--- config.mk ---
export PLATFORM = sky130hd
export DESIGN_NAME = rtc_alarm_match
export DESIGN_NICKNAME = d
export VERILOG_FILES = /design/src/rtl/rtc_alarm_pkg.sv /design/src/rtl/alarm_field.sv /design/src/rtl/alarm_pending.sv /design/src/rtl/rtc_alarm_match.sv
export SDC_FILE = /design/constraint.sdc
export NUM_CORES = 1
export LEC_CHECK = 0
export BUFFER_PORTS_ARGS = -buffer_cell sky130_fd_sc_hd__buf_4
export CORE_MARGIN = 1
export CORE_UTILIZATION = 50
export CTS_BUF_LIST = sky130_fd_sc_hd__clkbuf_8
export DETAILED_ROUTE_END_ITERATION = 7
export PLACE_DENSITY = 0.87
export SLEW_MARGIN = 10
export SYNTH_ARGS = -nofsm -noshare
export SYNTH_HDL_FRONTEND = slang
export SYNTH_SLANG_ARGS = --single-unit
export TNS_END_PERCENT = 1
--- constraint.sdc ---
create_clock -name clk -period 2.5 [get_ports clk]
set_input_delay 0.125 -clock clk [delete_from_list [all_inputs] [get_ports clk]]
set_output_delay 0.125 -clock clk [all_outputs]
set_load 0.01 [all_outputs]
--- src/rtl/rtc_alarm_pkg.sv ---
package rtc_alarm_pkg;
  localparam int NUM_FLD  = 6;
  localparam int DATA_W   = 12;
  localparam int ADDR_W   = 3;
  localparam int CTRL_W   = NUM_FLD + 1;
  localparam int GLB_BIT  = NUM_FLD;
  localparam int PEND_BIT = 1;
  localparam logic [ADDR_W-1:0] ADR_CTRL = 3'd0;
  localparam logic [ADDR_W-1:0] ADR_PEND = 3'd7;
  // stored width per field: sec, min, hour, day, month, year
  localparam int FLD_W [NUM_FLD] = '{7, 7, 6, 6, 5, 12};
endpackage

--- src/rtl/alarm_field.sv ---
module alarm_field #(
  parameter int W     = 7,
  parameter int CMP_W = 12
) (
  input  logic             clk,
  input  logic             rst,
  input  logic             wr_en,
  input  logic [W-1:0]     wr_data,
  input  logic [CMP_W-1:0] now,
  output logic             hit
);
  logic [W-1:0] stored_q;

  always_ff @(posedge clk) begin
    if (rst)        stored_q <= '0;
    else if (wr_en) stored_q <= wr_data;
  end

  assign hit = (now == CMP_W'(stored_q));

  AST_FIELD_LOAD: assert property (@(posedge clk) disable iff (rst)
    wr_en |=> (stored_q == $past(wr_data)));
endmodule

--- src/rtl/alarm_pending.sv ---
module alarm_pending (
  input  logic clk,
  input  logic rst,
  input  logic set,
  input  logic clr,
  output logic pend
);
  logic pend_q;

  always_ff @(posedge clk) begin
    if (rst)      pend_q <= 1'b0;
    else if (set) pend_q <= 1'b1;
    else if (clr) pend_q <= 1'b0;
  end

  assign pend = pend_q;

  AST_SET_WINS: assert property (@(posedge clk) disable iff (rst)
    set |=> pend_q);
  AST_CLEAR_DROPS: assert property (@(posedge clk) disable iff (rst)
    (clr && !set) |=> !pend_q);
  AST_STICKY: assert property (@(posedge clk) disable iff (rst)
    (pend_q && !clr) |=> pend_q);
endmodule

--- src/rtl/rtc_alarm_match.sv ---
module rtc_alarm_match
  import rtc_alarm_pkg::*;
(
  input  logic              clk,
  input  logic              rst,
  input  logic              wr_en,
  input  logic [ADDR_W-1:0] wr_addr,
  input  logic [DATA_W-1:0] wr_data,
  input  logic              sec_tick,
  input  logic [7:0]        now_sec,
  input  logic [7:0]        now_min,
  input  logic [7:0]        now_hour,
  input  logic [7:0]        now_day,
  input  logic [7:0]        now_mon,
  input  logic [11:0]       now_year,
  output logic              alarm_irq,
  output logic              alarm_pend
);
  logic [CTRL_W-1:0]  ctrl_q;
  logic [DATA_W-1:0]  now_arr [NUM_FLD];
  logic [NUM_FLD-1:0] hit;
  logic [NUM_FLD-1:0] fld_en;
  logic               glb_en;
  logic               fire;
  logic               clr;
  logic               pend_q;

  always_ff @(posedge clk) begin
    if (rst)                                ctrl_q <= '0;
    else if (wr_en && wr_addr == ADR_CTRL)  ctrl_q <= wr_data[CTRL_W-1:0];
  end

  assign now_arr[0] = DATA_W'(now_sec);
  assign now_arr[1] = DATA_W'(now_min);
  assign now_arr[2] = DATA_W'(now_hour);
  assign now_arr[3] = DATA_W'(now_day);
  assign now_arr[4] = DATA_W'(now_mon);
  assign now_arr[5] = DATA_W'(now_year);

  for (genvar g = 0; g < NUM_FLD; g++) begin : g_fld
    localparam int W = FLD_W[g];
    alarm_field #(.W(W), .CMP_W(DATA_W)) u_fld (
      .clk     (clk),
      .rst     (rst),
      .wr_en   (wr_en && (wr_addr == ADDR_W'(g + 1))),
      .wr_data (wr_data[W-1:0]),
      .now     (now_arr[g]),
      .hit     (hit[g])
    );
  end

  assign fld_en = ctrl_q[NUM_FLD-1:0];
  assign glb_en = ctrl_q[GLB_BIT];
  assign fire   = sec_tick && glb_en && (|fld_en) && (&(hit | ~fld_en));
  assign clr    = wr_en && (wr_addr == ADR_PEND) && wr_data[PEND_BIT];

  alarm_pending u_pend (
    .clk  (clk),
    .rst  (rst),
    .set  (fire),
    .clr  (clr),
    .pend (pend_q)
  );

  assign alarm_pend = pend_q;
  assign alarm_irq  = pend_q;

  AST_NO_TICK_NO_SET: assert property (@(posedge clk) disable iff (rst)
    (!sec_tick && !alarm_pend) |=> !alarm_pend);
  AST_MASTER_OFF: assert property (@(posedge clk) disable iff (rst)
    (!glb_en && !alarm_pend) |=> !alarm_pend);
  AST_EMPTY_MASK: assert property (@(posedge clk) disable iff (rst)
    ((fld_en == '0) && !alarm_pend) |=> !alarm_pend);
endmodule

==> reports/qor.csv <==
stage,metric,value,unit
power,Peak VDD IR,0.344,mV
logic_synthesis,Synth area leader,dfxtp_1,
logic_synthesis,flop and latch count out of synthesis,51,
setup_path,Max stage delay on crit path,0.51,ns
placement,Port Buffers,72,
setup_path,critical path type,reg -> reg,
setup_path,worst-path cell chain,xor2_1 -> or4_1 -> o21ai_1 -> nand4_1 -> o21ai_1,
logic_synthesis,syn nets,339,
run_status,status,"finished, violations left",
timing,Setup TNS Final,0,ns
logic_synthesis,Mean Syn Cell Area,8.89,um^2
global_routing,Global Route Usage Sum,0.243,
timing,fin crit period,1.43,ns
final_layout,area occupied by multi-input gates,1300,um^2
placement,Placer Congestion,0.887,
logic_synthesis,post-synthesis cell area,2380,um^2
timing,max-slew violation count,0,
clocking,Worst-path clk slew,0.09,ns
final_layout,number of fill cells,398,
logic_synthesis,Synth Warn #,0,
timing,RSZ-0062 raised after global routing,no,
drt,detailed-route via count,2049,
final_layout,layout cell share with drive strength beyond 1,0.251,
global_routing,initial antenna violation count,0,
final_layout,ant diodes,0,
global_routing,global-route wire length before repair,9370,um
global_routing,vias in the first global route,2103,
timing,worst slew pin tran,0.783,ns
timing,final-report setup violation count,0,
timing,relative slew slack,0.476,
timing,final setup skew,0.00752,ns
drt,DRT iter0 DRCs,218,
power,LEAKAGE,1.23,nW
clocking,Worst-Skew Late Latency,0.30,ns
drt,DRT Pass-1 Iters,6,
setup_path,"CP delay by family, top",simple AND/OR/NAND/NOR gates,
setup_path,Critical Path Sink Type,flip-flop,
placement,hpwl dp,4100,um
power,Clk pwr share,0.303,
global_routing,total grt overflow,0,
min_path,HP Class,in -> reg,
global_routing,largest net degree at the start of global routing,53,
setup_path,Startpoint Class,flip-flop,
timing,final worst path period share,0.570,
clocking,CTS sink count,51,
setup_path,FF-to-FF setup slack,1.07,ns
clocking,CTS resizes,0,
clocking,# Post-CTS Setup Buffers,0,
clocking,TritonCTS Buffers,5,
power,Flop pwr share,0.553,
logic_synthesis,post-synthesis sequential area ratio,0.428,
flow_run,maxcap violations,0,
floorplan,DIE HEIGHT,71.0,um
floorplan,# rows,24,
floorplan,Ports,73,
setup_path,CP max-delay cell,or4_1,
timing,maximum clock frequency,0.701,GHz
final_layout,Nets,405,
drt,drt wl/cell,14.5,um
power,internal power,1.14,mW
floorplan,width of the die,71.0,um
drt,DRC Markers,6,
logic_synthesis,Yosys cell types,26,
power,P_sw,0.376,mW
clocking,CTS tree,yes,
clocking,clock buffer depth,2,
drt,Via density,5.29,
setup_path,Worst Path Required,2.75,ns
power,Total Power,1.52,mW
final_layout,Register Area,1020,um^2
setup_path,CP bufs+invs,0,
clocking,H-tree depth,2,
timing,final hold violation count,0,
clocking,CTS Root Cell,clkbuf_8,
setup_path,Crit Path Max Fanout,2,
floorplan,CORE AREA,4470,um^2
clocking,CTS Hold Bufs,0,
drt,post-route ant nets,0,
final_layout,Layout area overhead,26.6,%
setup_path,CP arrival,1.67,ns
floorplan,starting density of the core,0.533,
logic_synthesis,ranking of synthesized cells by area,"dfxtp_1, mux2i_1, xnor2_1",
logic_synthesis,cell count after synthesis,268,
power,PD cells,504,nW/um^2
drt,final WL,5600,um
power,switch share,0.247,
power,Comb power frac,0.145,
setup_path,CP most frequent cell,o21ai_1,
logic_synthesis,Synth top area share,0.428,
run_status,violated checks,design-rule violations,
floorplan,area of the die,5050,um^2
## registers in the layout, summed over array words and instances, names as in the netlist
signal,flops
ctrl_q,7
g_fld.u_fld.stored_q,43
u_pend.pend,1
## path summary, 6_finish.rpt
check | start | to | cells past startpoint
max | g_fld[1].u_fld.stored_q[5] | u_pend.pend | 5
min | wr_data[9] | g_fld[5].u_fld.stored_q[9] | 3
max reg2reg | g_fld[1].u_fld.stored_q[5] | u_pend.pend | 5
min reg2reg | g_fld[5].u_fld.stored_q[9] | g_fld[5].u_fld.stored_q[9] | 2
## placed cells by master (no fill, tap or decap)
cell and n:
a21oi_1 19, buf_4 73, clkbuf_8 5, clkinv_2 3, dfxtp_1 51, mux2i_1 31
nand2_1 40, nand2b_1 2, nand3_1 2, nand4_1 9, nand4b_1 2, nor2_1 34
nor2_2 1, nor2b_1 1, nor3_1 3, nor3_4 1, nor3b_1 1, o21ai_0 3
o21ai_1 2, o31ai_1 1, o41ai_1 2, or2_2 1, or3_1 1, or4_1 4
xnor2_1 30, xor2_1 13
## stage by stage
stage	setup WS (ns)	hold slack, ns	cells	cell area (um^2)	utilization
after floorplan	1.18	0.261	268	2380	-
after global placement	1.12	0.377	379	2930	0.656
after detailed placement	1.09	0.387	379	2930	0.656
after CTS	1.07	0.0576	387	3020	0.674
after global routing	0.978	0.0569	387	3020	0.674
final	1.07	0.0608	387	3020	0.674
## cell families after synthesis
kind of cell / Yosys count / share of synthesized area
AOI/OAI and AO/OA: 27 / 0.0609
muxes: 31 / 0.130
and+or+nand+nor: 102 / 0.196
xor gates and xnor gates: 43 / 0.158
DFF: 51 / 0.428
buffers and inverters: 14 / 0.0262
## synthesized netlist by cell type (all sizes together)
cell type,n
dfxtp,51
nand2,40
nor2,35
mux2i,31
xnor2,30
a21oi,19
xor2,13
nand4,9
clkbuf,8
buf,6
o21ai,5
nor3,4
or4,4
nand2b,2
nand3,2
nand4b,2
o41ai,2
nor2b,1
nor3b,1
o31ai,1
or2,1
or3,1
## worst register-to-register path: stages, from the launching register on
cell and delay (ns):
dfxtp_1 0.33, xor2_1 0.16, or4_1 0.51, o21ai_1 0.13
nand4_1 0.10, o21ai_1 0.14
## power groups by stage
stage                     registers, mW  logic, mW  clock network [mW]
after floorplan                   0.857      0.103                   0
after global placement            0.859      0.216                   0
after detailed placement          0.860      0.219                   0
final                             0.841      0.220               0.460
after global routing              0.843      0.239               0.503
after CTS                         0.841      0.221               0.466
## metal layers
metal,GRT usage,up-vias,part of all wire
met2,0.406,68,0.49
met1,0.292,940,0.43
met4,0.109,0,0.025
li1,-,1029,-
met3,0.0698,12,0.061
met5,0,-,0
## final cells by class
type                            count  share of cell area
Tap cell                           52              0.0216
Multi-Input combinational cell    203               0.431
Timing Repair Buffer               73               0.182
Sequential cell                    51               0.338
Clock inverter                      3             0.00498
Clock buffer                        5              0.0228
Power figures use the tool's default switching activity.
